`src/rtl/fpa_pkg.sv`:
```
// Package: shared format constants and helpers for the pipelined adder.
// Assumes: fields are laid out sign | exponent | fraction, MSB first.
package fpa_pkg;
    localparam int FPA_EXP_W  = 6;
    localparam int FPA_FRAC_W = 9;
    localparam int FPA_BIAS   = 31;

    // Count zeros above the highest one in the low w bits of v; returns w if none.
    function automatic int unsigned lead_zeros(logic [31:0] v, int unsigned w);
        int unsigned n;
        logic        found;
        n     = 0;
        found = 1'b0;
        for (int i = 31; i >= 0; i--) begin
            if (i < int'(w) && !found) begin
                if (v[i]) found = 1'b1;
                else      n = n + 1;
            end
        end
        return n;
    endfunction
endpackage

```
`src/rtl/fpa_compare.sv`:
```
// Stage 1: orders the operands by magnitude, applies the subtract select to
// the second sign, expands the hidden one and registers the exponent gap.
// Assumes: exponent field 0 denotes a zero operand.
module fpa_compare #(
    parameter int EXP_W  = 6,
    parameter int FRAC_W = 9,
    localparam int W      = 1 + EXP_W + FRAC_W,
    localparam int MANT_W = FRAC_W + 1
) (
    input  logic              clk,
    input  logic              rst_n,
    input  logic              valid_i,
    input  logic [W-1:0]      a_i,
    input  logic [W-1:0]      b_i,
    input  logic              sub_i,
    output logic              valid_o,
    output logic              sign_o,
    output logic [EXP_W-1:0]  exp_o,
    output logic [MANT_W-1:0] big_mant_o,
    output logic [MANT_W-1:0] small_mant_o,
    output logic [EXP_W-1:0]  diff_o,
    output logic              eff_sub_o
);
    logic              b_sign;
    logic              a_is_big;
    logic [EXP_W-1:0]  a_exp, b_exp;
    logic [MANT_W-1:0] a_mant, b_mant;

    // Split the fields and decide which operand has the larger magnitude.
    always_comb begin
        b_sign   = b_i[W-1] ^ sub_i;
        a_exp    = a_i[W-2:FRAC_W];
        b_exp    = b_i[W-2:FRAC_W];
        a_mant   = {(a_exp != '0), a_i[FRAC_W-1:0]};
        b_mant   = {(b_exp != '0), b_i[FRAC_W-1:0]};
        a_is_big = (a_i[W-2:0] >= b_i[W-2:0]);
    end

    // Register the ordered operands, the gap and the effective operation.
    always_ff @(posedge clk) begin
        if (!rst_n) begin
            valid_o      <= 1'b0;
            sign_o       <= 1'b0;
            exp_o        <= '0;
            big_mant_o   <= '0;
            small_mant_o <= '0;
            diff_o       <= '0;
            eff_sub_o    <= 1'b0;
        end else begin
            valid_o      <= valid_i;
            sign_o       <= a_is_big ? a_i[W-1] : b_sign;
            exp_o        <= a_is_big ? a_exp : b_exp;
            big_mant_o   <= a_is_big ? a_mant : b_mant;
            small_mant_o <= a_is_big ? b_mant : a_mant;
            diff_o       <= a_is_big ? (a_exp - b_exp) : (b_exp - a_exp);
            eff_sub_o    <= a_i[W-1] ^ b_sign;
        end
    end

    // The valid flag advances exactly one stage per clock.
    assert_valid_step_R1: assert property (@(posedge clk) disable iff (!rst_n)
        1'b1 |=> (valid_o == $past(valid_i)));

    // The operand kept as "big" never has the smaller magnitude.
    assert_big_first_R9: assert property (@(posedge clk) disable iff (!rst_n)
        valid_o |-> (big_mant_o >= small_mant_o || diff_o != '0));
endmodule

```
`src/rtl/fpa_align.sv`:
```
// Stage 2: shifts the smaller mantissa right by the exponent gap,
// dropping shifted-out bits; a gap wider than the mantissa yields zero.
// Assumes: stage 1 already placed the larger operand in the big slot.
module fpa_align #(
    parameter int EXP_W  = 6,
    parameter int FRAC_W = 9,
    localparam int MANT_W = FRAC_W + 1
) (
    input  logic              clk,
    input  logic              rst_n,
    input  logic              valid_i,
    input  logic              sign_i,
    input  logic [EXP_W-1:0]  exp_i,
    input  logic [MANT_W-1:0] big_mant_i,
    input  logic [MANT_W-1:0] small_mant_i,
    input  logic [EXP_W-1:0]  diff_i,
    input  logic              eff_sub_i,
    output logic              valid_o,
    output logic              sign_o,
    output logic [EXP_W-1:0]  exp_o,
    output logic [MANT_W-1:0] big_mant_o,
    output logic [MANT_W-1:0] aligned_o,
    output logic              eff_sub_o
);
    logic [MANT_W-1:0] shifted;

    // Right shift with an explicit clamp for gaps beyond the mantissa width.
    always_comb begin
        if (32'(diff_i) > MANT_W) shifted = '0;
        else                      shifted = small_mant_i >> diff_i;
    end

    // Register the aligned pair.
    always_ff @(posedge clk) begin
        if (!rst_n) begin
            valid_o    <= 1'b0;
            sign_o     <= 1'b0;
            exp_o      <= '0;
            big_mant_o <= '0;
            aligned_o  <= '0;
            eff_sub_o  <= 1'b0;
        end else begin
            valid_o    <= valid_i;
            sign_o     <= sign_i;
            exp_o      <= exp_i;
            big_mant_o <= big_mant_i;
            aligned_o  <= shifted;
            eff_sub_o  <= eff_sub_i;
        end
    end

    // A gap wider than the mantissa leaves nothing of the smaller operand.
    assert_far_gap_zero_R5: assert property (@(posedge clk) disable iff (!rst_n)
        (valid_i && 32'(diff_i) > MANT_W) |=> (aligned_o == '0));

    // Alignment never grows the smaller mantissa.
    assert_align_shrinks_R4: assert property (@(posedge clk) disable iff (!rst_n)
        valid_i |=> (aligned_o <= $past(small_mant_i)));
endmodule

```
`src/rtl/fpa_addsub.sv`:
```
// Stage 3: adds or subtracts the aligned mantissas into a sum one bit wider.
// Assumes: big mantissa >= aligned mantissa, so subtraction never goes negative.
module fpa_addsub #(
    parameter int EXP_W  = 6,
    parameter int FRAC_W = 9,
    localparam int MANT_W = FRAC_W + 1,
    localparam int SUM_W  = MANT_W + 1
) (
    input  logic              clk,
    input  logic              rst_n,
    input  logic              valid_i,
    input  logic              sign_i,
    input  logic [EXP_W-1:0]  exp_i,
    input  logic [MANT_W-1:0] big_mant_i,
    input  logic [MANT_W-1:0] aligned_i,
    input  logic              eff_sub_i,
    output logic              valid_o,
    output logic              sign_o,
    output logic [EXP_W-1:0]  exp_o,
    output logic [SUM_W-1:0]  sum_o
);
    logic [SUM_W-1:0] sum;

    // Select add or subtract on the widened mantissas.
    always_comb begin
        if (eff_sub_i) sum = {1'b0, big_mant_i} - {1'b0, aligned_i};
        else           sum = {1'b0, big_mant_i} + {1'b0, aligned_i};
    end

    // Register the raw sum.
    always_ff @(posedge clk) begin
        if (!rst_n) begin
            valid_o <= 1'b0;
            sign_o  <= 1'b0;
            exp_o   <= '0;
            sum_o   <= '0;
        end else begin
            valid_o <= valid_i;
            sign_o  <= sign_i;
            exp_o   <= exp_i;
            sum_o   <= sum;
        end
    end

    // A subtraction can never produce a carry-out.
    assert_sub_no_carry_R7: assert property (@(posedge clk) disable iff (!rst_n)
        (valid_i && eff_sub_i) |=> !sum_o[SUM_W-1]);
endmodule

```
`src/rtl/fpa_normalize.sv`:
```
// Stage 4: restores the leading one. A carry shifts right and bumps the
// exponent; cancellation shifts left and lowers it; zero or underflow
// gives the all-zero word.
// Assumes: exponent input stays below its maximum so a carry cannot wrap.
module fpa_normalize #(
    parameter int EXP_W  = 6,
    parameter int FRAC_W = 9,
    localparam int W      = 1 + EXP_W + FRAC_W,
    localparam int MANT_W = FRAC_W + 1,
    localparam int SUM_W  = MANT_W + 1
) (
    input  logic             clk,
    input  logic             rst_n,
    input  logic             valid_i,
    input  logic             sign_i,
    input  logic [EXP_W-1:0] exp_i,
    input  logic [SUM_W-1:0] sum_i,
    output logic             valid_o,
    output logic [W-1:0]     result_o
);
    import fpa_pkg::*;

    int unsigned       lz;
    logic [MANT_W-1:0] mant;
    logic [EXP_W-1:0]  exp_n;
    logic [W-1:0]      packed_res;

    // Pick the normalization case and build the result word.
    always_comb begin
        lz    = lead_zeros(32'(sum_i[MANT_W-1:0]), MANT_W);
        mant  = sum_i[MANT_W-1:0];
        exp_n = exp_i;
        packed_res = '0;
        if (sum_i == '0) begin
            packed_res = '0;
        end else if (sum_i[SUM_W-1]) begin
            mant       = sum_i[SUM_W-1:1];
            exp_n      = exp_i + 1'b1;
            packed_res = {sign_i, exp_n, mant[FRAC_W-1:0]};
        end else if (lz >= 32'(exp_i)) begin
            packed_res = '0;
        end else begin
            mant       = sum_i[MANT_W-1:0] << lz;
            exp_n      = exp_i - EXP_W'(lz);
            packed_res = {sign_i, exp_n, mant[FRAC_W-1:0]};
        end
    end

    // Register the final result.
    always_ff @(posedge clk) begin
        if (!rst_n) begin
            valid_o  <= 1'b0;
            result_o <= '0;
        end else begin
            valid_o  <= valid_i;
            result_o <= packed_res;
        end
    end

    // A carry-out raises the exponent by exactly one.
    assert_carry_bump_R6: assert property (@(posedge clk) disable iff (!rst_n)
        (valid_i && sum_i[SUM_W-1]) |=>
        (result_o[W-2:FRAC_W] == EXP_W'($past(exp_i) + 1'b1)));

    // A zero exponent in the output always comes with an all-zero word.
    assert_zero_word_R8: assert property (@(posedge clk) disable iff (!rst_n)
        (result_o[W-2:FRAC_W] == '0) |-> (result_o == '0));
endmodule

```
`src/rtl/fpa_pipe4.sv`:
```
// Top: four-stage floating-point add/subtract pipeline, one pair per clock,
// four clocks of latency. Assumes normalized inputs with exponent <= max-2.
module fpa_pipe4 #(
    parameter int EXP_W  = fpa_pkg::FPA_EXP_W,
    parameter int FRAC_W = fpa_pkg::FPA_FRAC_W,
    localparam int W      = 1 + EXP_W + FRAC_W,
    localparam int MANT_W = FRAC_W + 1,
    localparam int SUM_W  = MANT_W + 1
) (
    input  logic         clk,
    input  logic         rst_n,
    input  logic         in_valid,
    input  logic [W-1:0] op_a,
    input  logic [W-1:0] op_b,
    input  logic         op_sub,
    output logic         out_valid,
    output logic [W-1:0] out_result
);
    logic              s1_valid, s1_sign, s1_sub;
    logic [EXP_W-1:0]  s1_exp, s1_diff;
    logic [MANT_W-1:0] s1_big, s1_small;
    logic              s2_valid, s2_sign, s2_sub;
    logic [EXP_W-1:0]  s2_exp;
    logic [MANT_W-1:0] s2_big, s2_aligned;
    logic              s3_valid, s3_sign;
    logic [EXP_W-1:0]  s3_exp;
    logic [SUM_W-1:0]  s3_sum;

    fpa_compare #(.EXP_W(EXP_W), .FRAC_W(FRAC_W)) u_compare (
        .clk(clk), .rst_n(rst_n), .valid_i(in_valid),
        .a_i(op_a), .b_i(op_b), .sub_i(op_sub),
        .valid_o(s1_valid), .sign_o(s1_sign), .exp_o(s1_exp),
        .big_mant_o(s1_big), .small_mant_o(s1_small),
        .diff_o(s1_diff), .eff_sub_o(s1_sub)
    );

    fpa_align #(.EXP_W(EXP_W), .FRAC_W(FRAC_W)) u_align (
        .clk(clk), .rst_n(rst_n), .valid_i(s1_valid),
        .sign_i(s1_sign), .exp_i(s1_exp), .big_mant_i(s1_big),
        .small_mant_i(s1_small), .diff_i(s1_diff), .eff_sub_i(s1_sub),
        .valid_o(s2_valid), .sign_o(s2_sign), .exp_o(s2_exp),
        .big_mant_o(s2_big), .aligned_o(s2_aligned), .eff_sub_o(s2_sub)
    );

    fpa_addsub #(.EXP_W(EXP_W), .FRAC_W(FRAC_W)) u_addsub (
        .clk(clk), .rst_n(rst_n), .valid_i(s2_valid),
        .sign_i(s2_sign), .exp_i(s2_exp), .big_mant_i(s2_big),
        .aligned_i(s2_aligned), .eff_sub_i(s2_sub),
        .valid_o(s3_valid), .sign_o(s3_sign), .exp_o(s3_exp), .sum_o(s3_sum)
    );

    fpa_normalize #(.EXP_W(EXP_W), .FRAC_W(FRAC_W)) u_normalize (
        .clk(clk), .rst_n(rst_n), .valid_i(s3_valid),
        .sign_i(s3_sign), .exp_i(s3_exp), .sum_i(s3_sum),
        .valid_o(out_valid), .result_o(out_result)
    );
endmodule

```
`config.mk`:
```
export PLATFORM = sky130hd
export DESIGN_NAME = fpa_pipe4
export DESIGN_NICKNAME = d
export VERILOG_FILES = /design/src/rtl/fpa_pkg.sv /design/src/rtl/fpa_compare.sv /design/src/rtl/fpa_align.sv /design/src/rtl/fpa_addsub.sv /design/src/rtl/fpa_normalize.sv /design/src/rtl/fpa_pipe4.sv
export SDC_FILE = /design/constraint.sdc
export NUM_CORES = 1
export LEC_CHECK = 0
export CORE_ASPECT_RATIO = 1.5
export CORE_UTILIZATION = 60
export DETAILED_ROUTE_END_ITERATION = 6
export DONT_BUFFER_PORTS = 1
export GPL_TIMING_DRIVEN = 0
export PLACE_DENSITY = 0.8
export SYNTH_ARGS = -nofsm -noshare
export SYNTH_HDL_FRONTEND = slang
export SYNTH_SLANG_ARGS = --single-unit
```
`constraint.sdc`:
```
create_clock -name clk -period 17.86 [get_ports clk]
set_clock_uncertainty 0.05 [all_clocks]
set_input_delay 3.572 -clock clk [delete_from_list [all_inputs] [get_ports clk]]
set_output_delay 3.572 -clock clk [all_outputs]
set_load 0.01 [all_outputs]
```
==> flow_summary.ini, run 1 <==
[yosys]
synth_seq_area_share_pct = 31.3
synth_edf_count = 0
syn-cell-area_mm2 = 0.00639
synth_top_area_share_pct = 31.3
syn_inst = 789
synthMuxAreaShare_pct = 3.70
synth_seq_cells = 100
synth_area_leader_cell = dfxtp_1
syn_area_per_cell_um2 = 8.10
synth.distinct_cells = 65
synth_top_family_by_area = simple AND/OR/NAND/NOR gates
synth-compound-area-share_pct = 20.6
synth.area.top_cells = dfxtp_1, ha_1, a21oi_1, nor2_1, and2_1
synth-simple-area-share_pct = 22.3
synth_fa_ha_area_share_pct = 11.4
synthTopCellsByCount = dfxtp_1, nor2_1, a21oi_1, inv_1, ha_1
synth_xor_area_share_pct = 5.15
synth-main-ff-cell = dfxtp_1
synth_warnings = 0
async_flop_share_pct = 0
yosysMostFrequentCell = dfxtp_1
synth_nets = 880

[die]
start_util_pct = 62.4
core_mm2 = 0.0102
rows = 45
fp.dieW_um = 86.3
dieArea_mm2 = 0.0111
io-pin-count = 53
die_y_um = 128

[place]
place_ws_ns = 8.72
io_buffers = 0
dp_hpwl_um = 12200
placed_area_mm2 = 0.00657
routabilityCongestion = 0.929

[global_routing]
grtUsageMet2_pct = 55.8
grt_pass1_vias = 5672
gr-total-overflow = 0
antenna_found_initial = 0
grt_usage_pct = 28.7
grt_max_degree = 19
grt_use_met1_pct = 27.8
grtUsageMet3_pct = 4.68
top_usage_layer = met2
grt_pass1_wl_um = 25200

[worst_hold_path]
min_from = u_align.exp_o[1]
hold_path_end = u_addsub.exp_o[1]
whs_path_depth = 1
hold_class = reg2reg

[timing]
timing.final.crit_share_pct = 52.5
final_max_slew_viol_count = 0
max_slew.worst_pin.slew_ns = 0.878
tns_ns = 0
rsz0062_at_grt = false
max_slew_margin_pct = 41.2
period_needed_ns = 9.38
max_freq_mhz = 107
setup_viol = 0
final-hold-violation-count = 0
worst_slack_ns = 8.48

[setup_path]
r2r_slack_ns = 8.48
critical_path_buf_inv_count = 2
cpMostUsedCell = ha_1
r2r-start = u_addsub.sum_o[9]
worstSetupPathType = reg2reg
worst_setup_path_start_kind = flip-flop
max_stage_delay_ns = 0.50
rr_worst_depth = 37
cp.depth = 37
cp.required_ns = 18.04
cp_max_fo = 11
r2r-end = u_normalize.result_o[3]
path_delay_family = compound AO/OA/AOI/OAI gates
worstPathArrival_ns = 9.56
worst_setup_path_end_kind = flip-flop
crit_slowest_cell = a2111oi_1

[route]
vias_per_cell = 6.11
drc = 0
routed_wl_um = 15600
drtAntennaViolNets = 0
routedWlPerCell_um = 16.5
drt_pass1_iterations = 5
vias = 5776
drtIter0Drc = 291

[clock_network]
post_cts_resized = 0
path_clk_slew_ns = 0.07
numCtsBuffers = 9
postCtsSetupBuffers = 0
cts_max_level = 3
cts_root_buffer = clkbuf_16
cts_tree = built
hold_buffers = 0
clock_path_buffers = 2
insertion_delay_ns = 0.34
cts_sinks = 100

[layout]
drive_above_1_share_pct = 3.98
finalInstanceArea_mm2 = 0.00688
final_nets = 891
areaGrowthSynthToFinish_pct = 7.67
final_util_pct = 67.2
antenna-diode-count = 0
nFillCells = 865

[power_and_ir_drop]
total_power_w = 0.00122
leakage_nw = 2.82
powerDensity_mw_per_mm2 = 177
vdd_drop_max_v = 0.0000728

[job]
maxCapViolCount = 0

[outcome]
outcome = finished clean
[through the flow]
step	std cells	hold WS [ns]
after floorplan	789	0.362
after global placement	930	0.364
after detailed placement	930	0.369
after CTS	946	0.383
after global routing	946	0.387
final	946	0.380
[state kept, by name, summed over array words and instances (netlist names)]
signal	cells
u_compare.sign_o	1
u_compare.valid_o	1
u_compare.eff_sub_o	1
u_align.aligned_o	10
u_align.sign_o	1
u_compare.exp_o	6
u_normalize.result_o	16
u_addsub.sum_o	11
u_normalize.valid_o	1
u_addsub.sign_o	1
u_addsub.valid_o	1
u_compare.diff_o	6
u_align.valid_o	1
u_compare.big_mant_o	10
u_align.exp_o	6
u_compare.small_mant_o	10
u_align.eff_sub_o	1
u_addsub.exp_o	6
u_align.big_mant_o	10
[placed cells by master, fill, tap and decap left out, types with 6 or more instances in the layout]
| cell type | instances |
|---|---|
| a211o_1 | 6 |
| a211oi_1 | 13 |
| a21o_1 | 10 |
| a21oi_1 | 62 |
| a31oi_1 | 7 |
| and2_1 | 32 |
| and3_1 | 9 |
| clkbuf_1 | 37 |
| clkbuf_16 | 9 |
| dfxtp_1 | 100 |
| ha_1 | 51 |
| inv_1 | 53 |
| mux2i_1 | 18 |
| nand2_1 | 38 |
| nand2b_1 | 12 |
| nand3_1 | 38 |
| nand4_1 | 6 |
| nor2_1 | 68 |
| nor2b_1 | 9 |
| nor3_1 | 33 |
| nor3b_1 | 6 |
| o211ai_1 | 6 |
| o21a_1 | 10 |
| o21ai_0 | 39 |
| o21ai_1 | 8 |
| o22ai_1 | 7 |
| xnor2_1 | 19 |
| xor2_1 | 9 |
[report_power, final]
| group | leakage [nW] | switching (W) | internal, W | total [W] |
|---|---|---|---|---|
| Clock | 0.152 | 0.0000880 | 0.000111 | 0.000199 |
| Combinational | 1.85 | 0.000448 | 0.000294 | 0.000742 |
| Sequential | 0.824 | 0.0000248 | 0.000256 | 0.000280 |
| Total | 2.82 | 0.000561 | 0.000660 | 0.00122 |
[logic make-up (layout without fill, tap and decap cells)]
logic type / Yosys count / in the layout
simple gates: 278 / 278
compound gates: 206 / 206
flops: 100 / 100
buf+inv: 94 / 110
fa+ha+maj: 56 / 56
xor+xnor: 32 / 32
mux: 23 / 23
[layer usage]
metal,vias to the layer above,wire length [µm]
li1,2827,-
met1,2655,5640
met2,231,8380
met3,63,819
met4,0,747
met5,-,0
[worst max-delay path by stage]
stage | from | to | slack [ns]
finish | u_addsub.sum_o[9] | u_normalize.result_o[3] | 8.48
global route | u_addsub.sum_o[9] | u_normalize.result_o[3] | 7.98
CTS | u_addsub.sum_o[9] | u_normalize.result_o[3] | 8.59
detailed placement | u_addsub.sum_o[9] | u_normalize.result_o[3] | 8.72
global placement | u_addsub.sum_o[9] | u_normalize.result_o[3] | 8.95
floorplan | u_addsub.sum_o[9] | u_normalize.result_o[3] | 10.13
[layout make-up]
cell class,count,area [µm²],area share (%)
clock buffer,9,225,3.27
tap,141,176,2.56
sequential,100,2000,29.1
clock inverter,7,81.3,1.18
buffer,39,146,2.13
inverter,55,206,3.00
multi-input combinational,595,4050,58.8
No activity file was read; power rests on OpenSTA's default activity.
==> inputs of run 2 (changes only) <==
Settings changed: ABC_AREA set to 1, CORE_UTILIZATION 60 to 58.
Clock period 17.86 ns to 7.8 ns, I/O delays scaled along.
==> run 2 against run 1 <==
The flow now finishes with violations (DRC). Register-to-register slack lost 7.9 ns. Synthesized cell count grew 9.5%. Utilization shrank 2.2 points. Global-route usage shrank 2.5 points. Routed wire length shrank 12%. Clock-buffer cell count is the same. Critical endpoint is now u_normalize.result_o[7]. Highest routed layer unchanged.
==> flow_summary.ini, run 2 <==
[global_routing]
grt_pass1_vias = 5294
grt_max_degree = 19
gr-total-overflow = 0
grt_pass1_wl_um = 22400
antenna_found_initial = 0
grt_usage_pct = 26.2

[setup_path]
r2r_slack_ns = 0.57
worst_setup_path_start_kind = flip-flop
worstSetupPathType = reg2reg
worst_setup_path_end_kind = flip-flop
path_delay_family = adder cells
critical_path_buf_inv_count = 5
cp.required_ns = 8.00
cp_max_fo = 8
worstPathArrival_ns = 7.43
crit_slowest_cell = a211oi_2
max_stage_delay_ns = 0.52
cpMostUsedCell = nand2_1

[yosys]
synth_top_area_share_pct = 32.8
synthTopCellsByCount = inv_1, nand2_1, dfxtp_1, a21oi_1, nor2_1
synth_edf_count = 0
synth_warnings = 0
synth_seq_cells = 100
syn-cell-area_mm2 = 0.00611
syn_area_per_cell_um2 = 7.07
yosysMostFrequentCell = inv_1
synth.distinct_cells = 40
synth_area_leader_cell = dfxtp_1
synth_nets = 955
synth-main-ff-cell = dfxtp_1
syn_inst = 864
async_flop_share_pct = 0
synth_seq_area_share_pct = 32.8
synth.area.top_cells = dfxtp_1, ha_1, inv_1, nand2_1, a21oi_1

[layout]
drive_above_1_share_pct = 8.41
mostFrequentLayoutCells = inv_1, nand2_1, dfxtp_1
largest-register = u_normalize.result_o
final_util_pct = 64.9
final_nets = 966
areaGrowthSynthToFinish_pct = 8.38
largest_reg_flops = 16
reg_top3 = u_normalize.result_o: 16 flops, u_addsub.sum_o: 11 flops
layout_commonest_cell = inv_1
fin_cells = 1021
antenna-diode-count = 0

[clock_network]
numCtsBuffers = 9
clock_path_buffers = 2
path_clk_slew_ns = 0.07
post_cts_resized = 0
cts_tree = built
postCtsSetupBuffers = 0
cts_root_buffer = clkbuf_16
hold_buffers = 0
cts_max_level = 3
insertion_delay_ns = 0.34
cts_sinks = 100

[die]
die_y_um = 128
core_mm2 = 0.0102
dieArea_mm2 = 0.0110
io-pin-count = 53
start_util_pct = 59.9
fp.dieW_um = 85.8
rows = 45

[timing]
max_freq_mhz = 138
timing.final.crit_share_pct = 92.6
max_slew_margin_pct = 31.6
setup_viol = 0
final-hold-violation-count = 0
max_slew.worst_pin.slew_ns = 1.02
worst_slack_ns = 0.574
final_max_slew_viol_count = 0
period_needed_ns = 7.23
tns_ns = 0
rsz0062_at_grt = false

[outcome]
violations = DRC
outcome = finished, violations left

[route]
vias = 5425
routedWlPerCell_um = 13.5
drc = 1
vias_per_cell = 5.31
drtIter0Drc = 274
drt_pass1_iterations = 7
drtAntennaViolNets = 0
routed_wl_um = 13800

[place]
dp_cells = 1005
io_buffers = 0
routabilityCongestion = 0.886
place_ws_ns = 0.230
dp_hpwl_um = 11000

[power_and_ir_drop]
leakage_nw = 3.28
total_power_w = 0.00275
vdd_drop_max_v = 0.000176
powerDensity_mw_per_mm2 = 415

[worst_hold_path]
hold_class = reg2reg

[job]
maxCapViolCount = 0
## run 2: worst paths after layout
path / cells after the start / endpoint / startpoint
setup / recovery: 39 / u_normalize.result_o[7] / u_addsub.sum_o[8]
hold / removal: 2 / u_align.sign_o / u_compare.sign_o
setup reg to reg: 39 / u_normalize.result_o[7] / u_addsub.sum_o[8]
hold reg to reg: 2 / u_align.sign_o / u_compare.sign_o
## run 2: through the flow
| stage | hold WS, ns | area [µm²] |
|---|---|---|
| detailed placement | 0.347 | 6280 |
| CTS | 0.363 | 6610 |
| floorplan | 0.340 | 6110 |
| global route | 0.381 | 6620 |
| global placement | 0.344 | 6280 |
| finish | 0.363 | 6620 |
## run 2: power breakdown
group | total [W] | leakage (nW) | internal [W] | switching [W]
clock | 0.000484 | 0.159 | 0.000286 | 0.000198
sequential | 0.000648 | 0.826 | 0.000586 | 0.0000621
combinational | 0.00162 | 2.29 | 0.000563 | 0.00105
total | 0.00275 | 3.28 | 0.00143 | 0.00131
## run 2: routing by layer
layer  part of all wire [%]  routed length, µm  vias up  track usage [%]
li1                       -                  -     2800                -
met1                     35               4850     2416             22.5
met2                     56               7700      169             52.7
met3                    4.2                580       40             5.41
met4                    4.7                653        0             17.3
met5                      0                  0        -                0
## run 2: final cells by class
type / count / area, µm²
well taps: 141 / 176
clock buffers: 9 / 225
clock inverters: 7 / 105
multi-input cells: 578 / 3410
inverters: 165 / 619
flip-flops and latches: 100 / 2000
fillers: 919 / 3570
plain buffers: 21 / 80.1
## run 2: kinds of logic (layout without fill, tap and decap cells)
group	count (synthesis)	after routing	share of synthesized area (%)
buf+inv	186	202	11.5
fa+ha+maj	55	55	11.8
flops	100	100	32.8
mux	3	3	0.492
simple gates	324	324	25.4
compound gates	185	185	16.5
xor+xnor	11	11	1.58
## run 2: tightest hold or removal path, delay by kind of cell (launching register included)
family | cells | cell delay [ns]
buffers and inverters | 1 | 0.04
AND/OR/NAND/NOR | 1 | 0.04
flip-flops | 1 | 0.31
